==> config.mk <==
export PLATFORM = sky130hd
export DESIGN_NAME = tile_ring_sync
export DESIGN_NICKNAME = d
export VERILOG_FILES = /design/src/rtl/tile_ring_pkg.sv /design/src/rtl/tile_ring_ctrl.sv /design/src/rtl/tile_ring_store.sv /design/src/rtl/tile_ring_addr.sv /design/src/rtl/tile_ring_sync.sv
export SDC_FILE = /design/constraint.sdc
export NUM_CORES = 1
export LEC_CHECK = 0
export ABC_AREA = 1
export BUFFER_PORTS_ARGS = -buffer_cell sky130_fd_sc_hd__buf_2
export CAP_MARGIN = 20
export CORE_ASPECT_RATIO = 1.2
export CORE_MARGIN = 4
export CORE_UTILIZATION = 50
export CTS_BUF_LIST = sky130_fd_sc_hd__clkbuf_4 sky130_fd_sc_hd__clkbuf_8 sky130_fd_sc_hd__clkbuf_16
export CTS_CLUSTER_DIAMETER = 30
export DETAILED_ROUTE_END_ITERATION = 8
export GPL_ROUTABILITY_DRIVEN = 0
export HOLD_SLACK_MARGIN = 0.05
export PLACE_DENSITY = 0.74
export RECOVER_POWER = 100
export SETUP_SLACK_MARGIN = 0.2
export SLEW_MARGIN = 20
export SYNTH_ARGS = -nofsm -noshare
export SYNTH_HDL_FRONTEND = slang
export SYNTH_SLANG_ARGS = --single-unit
==> constraint.sdc <==
create_clock -name clk -period 4.3 [get_ports clk]
set_input_delay 0.215 -clock clk [delete_from_list [all_inputs] [get_ports clk]]
set_output_delay 0.215 -clock clk [all_outputs]
set_load 0.05 [all_outputs]
==> src/rtl/tile_ring_pkg.sv <==
package tile_ring_pkg;

    // Advance a ring index by a step, wrapping at the slot count.
    function automatic int unsigned ring_step(int unsigned idx, int unsigned step,
                                              int unsigned slots);
        return (idx + step) % slots;
    endfunction

endpackage

==> src/rtl/tile_ring_ctrl.sv <==
module tile_ring_ctrl
    import tile_ring_pkg::*;
#(
    parameter int SLOTS = 4,
    parameter int CNT_W = 3,
    parameter int PTR_W = 2
) (
    input  logic             clk,
    input  logic             rst_n,
    input  logic             push_en,
    input  logic [CNT_W-1:0] push_tiles,
    input  logic             pop_en,
    input  logic [CNT_W-1:0] pop_tiles,
    output logic [PTR_W-1:0] wr_ptr,
    output logic [PTR_W-1:0] rd_ptr,
    output logic [CNT_W-1:0] used_cnt,
    output logic [CNT_W-1:0] free_cnt,
    output logic             ovf_flag,
    output logic             unf_flag
);

    typedef struct packed {
        logic [PTR_W-1:0] wr;
        logic [PTR_W-1:0] rd;
        logic [CNT_W-1:0] used;
        logic [CNT_W-1:0] free;
        logic             ovf;
        logic             unf;
    } ring_state_t;

    ring_state_t st_d, st_q;
    logic push_ok, pop_ok;
    logic [CNT_W-1:0] add_n, sub_n;

    always_comb begin
        st_d    = st_q;
        push_ok = push_en && (push_tiles <= st_q.free);
        pop_ok  = pop_en  && (pop_tiles  <= st_q.used);
        add_n   = push_ok ? push_tiles : '0;
        sub_n   = pop_ok  ? pop_tiles  : '0;
        if (push_en && !push_ok) st_d.ovf = 1'b1;
        if (pop_en  && !pop_ok)  st_d.unf = 1'b1;
        if (push_ok)
            st_d.wr = PTR_W'(ring_step(32'(st_q.wr), 32'(push_tiles), SLOTS));
        if (pop_ok)
            st_d.rd = PTR_W'(ring_step(32'(st_q.rd), 32'(pop_tiles), SLOTS));
        st_d.used = st_q.used + add_n - sub_n;
        st_d.free = st_q.free - add_n + sub_n;
    end

    always_ff @(posedge clk or negedge rst_n) begin
        if (!rst_n) begin
            st_q.wr   <= '0;
            st_q.rd   <= '0;
            st_q.used <= '0;
            st_q.free <= CNT_W'(SLOTS);
            st_q.ovf  <= 1'b0;
            st_q.unf  <= 1'b0;
        end else begin
            st_q <= st_d;
        end
    end

    assign wr_ptr   = st_q.wr;
    assign rd_ptr   = st_q.rd;
    assign used_cnt = st_q.used;
    assign free_cnt = st_q.free;
    assign ovf_flag = st_q.ovf;
    assign unf_flag = st_q.unf;

    // the two counters are kept separately and must always balance.
    assert_count_sum_R6: assert property (@(posedge clk) disable iff (!rst_n)
        (32'(st_q.used) + 32'(st_q.free)) == SLOTS);

    // pointer gap agrees with the used count (modulo the ring).
    assert_ptr_gap_R4: assert property (@(posedge clk) disable iff (!rst_n)
        ((32'(st_q.wr) + SLOTS - 32'(st_q.rd)) % SLOTS) == (32'(st_q.used) % SLOTS));

    // overflow flag is sticky, and a refused push leaves the write pointer alone.
    assert_ovf_sticky_R7: assert property (@(posedge clk) disable iff (!rst_n)
        st_q.ovf |=> st_q.ovf);
    assert_ovf_hold_R7: assert property (@(posedge clk) disable iff (!rst_n)
        (push_en && (push_tiles > st_q.free)) |=> ($stable(st_q.wr) && st_q.ovf));

    // underflow flag is sticky, and a refused pop leaves the read pointer alone.
    assert_unf_sticky_R8: assert property (@(posedge clk) disable iff (!rst_n)
        st_q.unf |=> st_q.unf);
    assert_unf_hold_R8: assert property (@(posedge clk) disable iff (!rst_n)
        (pop_en && (pop_tiles > st_q.used)) |=> ($stable(st_q.rd) && st_q.unf));

endmodule

==> src/rtl/tile_ring_store.sv <==
module tile_ring_store #(
    parameter int SLOTS      = 4,
    parameter int TILE_WORDS = 4,
    parameter int DATA_W     = 16,
    parameter int PTR_W      = 2,
    parameter int WIDX_W     = 2
) (
    input  logic              clk,
    input  logic              rst_n,
    input  logic              wr_en,
    input  logic [PTR_W-1:0]  wr_slot_abs,
    input  logic [WIDX_W-1:0] wr_word,
    input  logic [DATA_W-1:0] wr_data,
    input  logic [PTR_W-1:0]  rd_slot_abs,
    input  logic [WIDX_W-1:0] rd_word,
    output logic [DATA_W-1:0] rd_data
);

    localparam int DEPTH = SLOTS * TILE_WORDS;

    logic [DATA_W-1:0] mem_q [DEPTH];
    int unsigned wr_idx, rd_idx;

    always_comb begin
        wr_idx = (32'(wr_slot_abs) * TILE_WORDS + 32'(wr_word)) % DEPTH;
        rd_idx = (32'(rd_slot_abs) * TILE_WORDS + 32'(rd_word)) % DEPTH;
    end

    always_ff @(posedge clk) begin
        if (wr_en) mem_q[wr_idx] <= wr_data;
    end

    assign rd_data = mem_q[rd_idx];

    // a write must target a word inside the tile.
    assert_word_range_R10: assert property (@(posedge clk) disable iff (!rst_n)
        wr_en |-> (32'(wr_word) < TILE_WORDS));

endmodule

==> src/rtl/tile_ring_addr.sv <==
module tile_ring_addr #(
    parameter int          PTR_W      = 2,
    parameter int          ADDR_W     = 16,
    parameter int          TILE_WORDS = 4,
    parameter logic [ADDR_W-1:0] BASE = '0
) (
    input  logic [PTR_W-1:0]  slot,
    output logic [ADDR_W-1:0] addr
);
    assign addr = BASE + ADDR_W'(32'(slot) * TILE_WORDS);
endmodule

==> src/rtl/tile_ring_sync.sv <==
module tile_ring_sync
    import tile_ring_pkg::*;
#(
    parameter int SLOTS      = 4,
    parameter int TILE_WORDS = 4,
    parameter int DATA_W     = 16,
    parameter int ADDR_W     = 16,
    parameter logic [ADDR_W-1:0] BASE_ADDR = 16'h0100,
    localparam int CNT_W  = $clog2(SLOTS + 1),
    localparam int PTR_W  = (SLOTS > 1) ? $clog2(SLOTS) : 1,
    localparam int WIDX_W = (TILE_WORDS > 1) ? $clog2(TILE_WORDS) : 1
) (
    input  logic              clk,
    input  logic              rst_n,
    input  logic [CNT_W-1:0]  res_tiles,
    output logic              res_grant,
    input  logic              push_en,
    input  logic [CNT_W-1:0]  push_tiles,
    input  logic              wr_en,
    input  logic [PTR_W-1:0]  wr_slot,
    input  logic [WIDX_W-1:0] wr_word,
    input  logic [DATA_W-1:0] wr_data,
    input  logic [CNT_W-1:0]  wait_tiles,
    output logic              wait_ok,
    input  logic              pop_en,
    input  logic [CNT_W-1:0]  pop_tiles,
    input  logic [PTR_W-1:0]  rd_slot,
    input  logic [WIDX_W-1:0] rd_word,
    output logic [DATA_W-1:0] rd_data,
    output logic [ADDR_W-1:0] wr_base_addr,
    output logic [ADDR_W-1:0] rd_base_addr,
    output logic [CNT_W-1:0]  tiles_used,
    output logic [CNT_W-1:0]  tiles_free,
    output logic              overflow_err,
    output logic              underflow_err
);

    logic [PTR_W-1:0] wr_ptr, rd_ptr;
    logic [PTR_W-1:0] wr_abs, rd_abs;
    logic [PTR_W-1:0] side_ptr [2];
    logic [ADDR_W-1:0] side_addr [2];

    tile_ring_ctrl #(.SLOTS(SLOTS), .CNT_W(CNT_W), .PTR_W(PTR_W)) u_ctrl (
        .clk(clk), .rst_n(rst_n),
        .push_en(push_en), .push_tiles(push_tiles),
        .pop_en(pop_en), .pop_tiles(pop_tiles),
        .wr_ptr(wr_ptr), .rd_ptr(rd_ptr),
        .used_cnt(tiles_used), .free_cnt(tiles_free),
        .ovf_flag(overflow_err), .unf_flag(underflow_err)
    );

    assign wr_abs = PTR_W'(ring_step(32'(wr_ptr), 32'(wr_slot), SLOTS));
    assign rd_abs = PTR_W'(ring_step(32'(rd_ptr), 32'(rd_slot), SLOTS));

    tile_ring_store #(.SLOTS(SLOTS), .TILE_WORDS(TILE_WORDS), .DATA_W(DATA_W),
                      .PTR_W(PTR_W), .WIDX_W(WIDX_W)) u_store (
        .clk(clk), .rst_n(rst_n),
        .wr_en(wr_en), .wr_slot_abs(wr_abs), .wr_word(wr_word), .wr_data(wr_data),
        .rd_slot_abs(rd_abs), .rd_word(rd_word), .rd_data(rd_data)
    );

    assign side_ptr[0] = wr_ptr;
    assign side_ptr[1] = rd_ptr;

    for (genvar g = 0; g < 2; g++) begin : g_side_addr
        tile_ring_addr #(.PTR_W(PTR_W), .ADDR_W(ADDR_W), .TILE_WORDS(TILE_WORDS),
                         .BASE(BASE_ADDR)) u_addr (
            .slot(side_ptr[g]), .addr(side_addr[g])
        );
    end

    assign wr_base_addr = side_addr[0];
    assign rd_base_addr = side_addr[1];

    // Level handshakes re-evaluated from the registered counts every cycle.
    assign res_grant = (res_tiles  <= tiles_free);
    assign wait_ok   = (wait_tiles <= tiles_used);

    // nothing is ready on an empty ring.
    assert_empty_wait_R3: assert property (@(posedge clk) disable iff (!rst_n)
        ((tiles_used == '0) && (wait_tiles != '0)) |-> !wait_ok);

    // a full ring grants no non-zero reservation.
    assert_full_res_R2: assert property (@(posedge clk) disable iff (!rst_n)
        ((tiles_free == '0) && (res_tiles != '0)) |-> !res_grant);

endmodule

==> insert_results.sql <==
INSERT INTO impl_metrics (metric_group, metric, value, unit) VALUES
('synthesis', 'syn_avg_cell_area', '12.2', 'sq um'),
('sta', 'tightestPinTransition', '2.00', 'ns'),
('floorplan', 'floorplan.rows', '60', ''),
('global_routing', 'grt_max_degree', '90', ''),
('sta', 'final_number_of_setup_violating_endpoints', '0', ''),
('route', 'number_of_vias_per_cell', '5.59', ''),
('sta', 'maxSlewHeadroom', '-33.5', '%'),
('route', 'num_vias', '7457', ''),
('synthesis', 'asyncSetResetFlopFracSynth', '4.48', '%'),
('sta', 'hold_ws', '0.0824', 'ns'),
('finish', 'fill_cells', '1748', ''),
('critical_path', 'timing.setup.critical_path_class', 'flip-flop to output pin', ''),
('route', 'drt-initial-drc-count', '592', ''),
('critical_path', 'crit_path_max_incr_delay', '0.68', 'ns'),
('clock_tree', 'htreeDepth', '2', ''),
('sta', 'post-route-period-util', '86.4', '%'),
('critical_path', 'critPathLaunchType', 'flip-flop', ''),
('sta', 'achievable-frequency', '269', 'MHz'),
('sta', 'final_hold_violation_count', '0', ''),
('finish', 'finalCoreUtilization', '59.1', '%'),
('clock_tree', 'clk-insertion-delay-late', '0.52', 'ns'),
('clock_tree', 'cts_tree', 'done', ''),
('synthesis', 'synth_top_flop_cell', 'sky130_fd_sc_hd__edfxtp_1', ''),
('synthesis', 'post_synth_inst_count', '937', ''),
('floorplan', 'fp.dieH', '174', 'um'),
('route', 'postRouteAntennaNets', '0', ''),
('route', 'drt-pass1-iter-count', '5', ''),
('floorplan', 'die_area', '0.0254', 'sq mm'),
('clock_tree', 'clock_sink_count', '268', ''),
('clock_tree', 'root_buffer', 'sky130_fd_sc_hd__clkbuf_16', ''),
('finish', 'layout.cell_area.non_filler', '0.0133', 'sq mm'),
('power', 'power.ir.vdd_worst', '0.492', 'mV'),
('placement', 'detailedPlacementHpwl', '14100', 'um'),
('floorplan', 'dieWidth', '146', 'um'),
('global_routing', 'grt_pass1_wl', '41100', 'um'),
('sta', 'slew_viol_final', '51', ''),
('critical_path', 'crit_buf_inv', '3', ''),
('synthesis', 'synth_sequential_area_ratio', '69.7', '%'),
('run', 'max_cap_viol_count', '3', ''),
('sta', 'fin_ws', '0.584', 'ns'),
('critical_path', 'slowest_stage', 'sky130_fd_sc_hd__xor2_1', ''),
('placement', 'post-place-ws', '1.03', 'ns'),
('clock_tree', 'cts_max_path_buffers', '3', ''),
('finish', 'diodes', '0', ''),
('critical_path', 'critical_path_arrival', '3.50', 'ns'),
('critical_path', 'critical_path_cell_list', 'ha_1 -> xor2_1 -> xor2_1 -> clkbuf_1 -> inv_2 -> o21ai_2 -> o21ai_1 -> clkbuf_1', ''),
('global_routing', 'grt_pass1_vias', '7572', ''),
('critical_path', 'critPathTopFamily', 'buffers and inverters', ''),
('global_routing', 'grt_remaining_overflow', '0', ''),
('clock_tree', 'postCtsSetupBuffers', '0', ''),
('placement', 'placement.io_buffers', '70', ''),
('global_routing', 'initial_antenna_violation_count', '0', ''),
('finish', 'area_growth_syn_to_layout', '16.0', '%'),
('floorplan', 'floorplan.initialDensity', '50.9', '%'),
('route', 'remaining_drc_errors', '0', ''),
('power', 'power.leakage', '4.67', 'nW'),
('route', 'post_drt_wl_per_cell', '19.4', 'um'),
('worst_hold_path', 'class_of_the_worst_hold_path', 'input pin to flip-flop', ''),
('clock_tree', 'clock_slew_seen_by_the_registers_of_the_worst_setup_and_hold_paths', '0.04', 'ns'),
('synthesis', 'synth_cell_type_count', '29', ''),
('finish', 'sequential_cell_area', '0.00799', 'sq mm'),
('sta', 'totalNegativeSetupSlack', '0', 'ns'),
('critical_path', 'required', '4.09', 'ns'),
('global_routing', 'grt_util_all_layers', '20.5', '%'),
('sta', 'finalWorstPathRequiredPeriod', '3.72', 'ns'),
('critical_path', 'crit_path_max_fanout', '16', ''),
('route', 'total_wirelength', '25900', 'um'),
('floorplan', 'floorplan.core_area', '0.0225', 'sq mm'),
('synthesis', 'synth_edf_count', '256', ''),
('finish', 'finalNetCount', '1088', ''),
('sta', 'grt_setup_unrepaired', 'no', ''),
('sta', 'clock-skew-final', '0.0119', 'ns'),
('synthesis', 'mappedNetlistArea', '0.0115', 'sq mm'),
('synthesis', 'synth-seq-cells', '268', ''),
('placement', 'dpl-instance-area', '0.0120', 'sq mm'),
('power', 'power_density', '682', 'mW/mm^2'),
('synthesis', 'synth_warnings', '0', ''),
('critical_path', 'crit_path_end_kind', 'output pin', ''),
('finish', 'multi_input_gate_area_in_the_final_layout', '0.00299', 'sq mm'),
('outcome', 'failed_checks', 'max-capacitance violations, max-slew violations', ''),
('outcome', 'status', 'finished, violations left', ''),
('clock_tree', 'cts_inserted_buffers', '42', ''),
('finish', 'layout-drive-gt1-share', '13.7', '%'),
('floorplan', 'ios', '99', '');
[logic make-up after synthesis]
family / count (synthesis) / synth area share, %
buf+inv: 112 / 5.05
mux: 2 / 0.196
other cells: 2 / 0.0655
fa+ha+maj: 24 / 2.88
simple gates: 281 / 9.59
flops: 268 / 69.7
compound gates: 238 / 11.7
xor+xnor: 10 / 0.829
[final cells by class]
| class | instances | share of cell area, % |
|---|---|---|
| multi-input combinational | 583 | 22.5 |
| clock inverter | 31 | 2.10 |
| timing repair buffer | 95 | 3.53 |
| sequential | 268 | 60.1 |
| inverter | 33 | 0.941 |
| tap | 279 | 2.62 |
| clock buffer | 46 | 8.26 |
[worst register-to-register path: stages, from the launching register on]
cell and delay [ns]:
sky130_fd_sc_hd__dfstp_1 0.55, sky130_fd_sc_hd__inv_1 0.07, sky130_fd_sc_hd__ha_1 0.31, sky130_fd_sc_hd__a21oi_1 0.15, sky130_fd_sc_hd__nand2_1 0.08, sky130_fd_sc_hd__nand2_1 0.07, sky130_fd_sc_hd__nand2_1 0.13, sky130_fd_sc_hd__nor2_1 0.23
sky130_fd_sc_hd__inv_1 0.09, sky130_fd_sc_hd__fa_1 0.51, sky130_fd_sc_hd__inv_1 0.05, sky130_fd_sc_hd__fa_1 0.38, sky130_fd_sc_hd__xnor2_1 0.20, sky130_fd_sc_hd__xnor2_1 0.16, sky130_fd_sc_hd__nand3b_1 0.14, sky130_fd_sc_hd__nand2_1 0.05
[state kept, by name (all words and copies together), names as in the netlist]
signal	cells
u_ctrl.rd_ptr	2
u_ctrl.ovf_flag	1
u_ctrl.wr_ptr	2
u_ctrl.used_cnt	3
u_store.mem_q	256
u_ctrl.unf_flag	1
u_ctrl.free_cnt	3
[path summary, 6_finish.rpt]
path	to	slack (ns)	cells after the start	from
setup / recovery	rd_data[13]	0.58	8	u_ctrl.rd_ptr[0]$_DFFE_PN0N_
hold / removal	u_ctrl.rd_ptr[0]$_DFFE_PN0N_	0.08	3	pop_tiles[0]
setup reg to reg	u_ctrl.used_cnt[2]$_DFF_PN0_	1.02	15	u_ctrl.free_cnt[2]$_DFF_PN1_
hold reg to reg	u_ctrl.ovf_flag$_DFFE_PN0P_	0.48	1	u_ctrl.ovf_flag$_DFFE_PN0P_
max in group asynchronous	u_ctrl.rd_ptr[0]$_DFFE_PN0N_	3.56	2	rst_n
min in group asynchronous	u_ctrl.rd_ptr[1]$_DFFE_PN0N_	0.28	2	rst_n
[report_power, final]
part	switching (W)	internal, W
sequential	0.0000776	0.00311
clock	0.00122	0.00200
combinational	0.00203	0.000626
total	0.00333	0.00574
[what timing repair did]
item / CTS / global route
endpoints found under the hold margin: 14 / 0
gates resized for setup: 0 / 0
hold buffers: 3 / 0
endpoints found under the setup margin: 0 / 0
[cell usage after synthesis, types with 5 or more instances]
master | n | area (sq um)
sky130_fd_sc_hd__o21ai_1 | 8 | 40.0
sky130_fd_sc_hd__o211ai_2 | 6 | 75.1
sky130_fd_sc_hd__buf_4 | 34 | 255
sky130_fd_sc_hd__inv_1 | 32 | 120
sky130_fd_sc_hd__a21oi_1 | 6 | 30.0
sky130_fd_sc_hd__xor2_1 | 5 | 43.8
sky130_fd_sc_hd__dfrtp_1 | 11 | 275
sky130_fd_sc_hd__buf_2 | 13 | 65.1
sky130_fd_sc_hd__ha_1 | 20 | 250
sky130_fd_sc_hd__nand3_1 | 23 | 115
sky130_fd_sc_hd__nand2_1 | 24 | 90.1
sky130_fd_sc_hd__clkbuf_1 | 29 | 109
sky130_fd_sc_hd__o21ai_2 | 8 | 70.1
sky130_fd_sc_hd__o211ai_1 | 28 | 210
sky130_fd_sc_hd__edfxtp_1 | 256 | 7690
sky130_fd_sc_hd__o21ai_0 | 180 | 901
sky130_fd_sc_hd__nor2_1 | 229 | 860
[metal layers]
layer | wire, um | GRT usage [%] | up-vias
li1 | - | - | 3472
met1 | 10000 | 24.9 | 3632
met2 | 13600 | 36.6 | 298
met3 | 1720 | 3.73 | 55
met4 | 623 | 7.45 | 0
met5 | 0 | 0 | -
[through the flow]
stage | power, W | std cells
after floorplan | 0.00522 | 963
after global placement | 0.00591 | 1255
after detailed placement | 0.00597 | 1255
after CTS | 0.00920 | 1335
after global routing | 0.00947 | 1335
final | 0.00907 | 1335
[cell usage in the layout, fill, tap and decap left out, types with 11 or more instances in the layout]
master,instances
sky130_fd_sc_hd__edfxtp_1,256
sky130_fd_sc_hd__o211ai_1,33
sky130_fd_sc_hd__inv_1,31
sky130_fd_sc_hd__clkbuf_1,47
sky130_fd_sc_hd__conb_1,28
sky130_fd_sc_hd__buf_2,35
sky130_fd_sc_hd__o21ai_0,180
sky130_fd_sc_hd__dfrtp_1,11
sky130_fd_sc_hd__ha_1,20
sky130_fd_sc_hd__nor2_1,219
sky130_fd_sc_hd__nand3_1,23
sky130_fd_sc_hd__clkbuf_16,43
sky130_fd_sc_hd__nand2_1,24
Power figures use the tool's default switching activity.
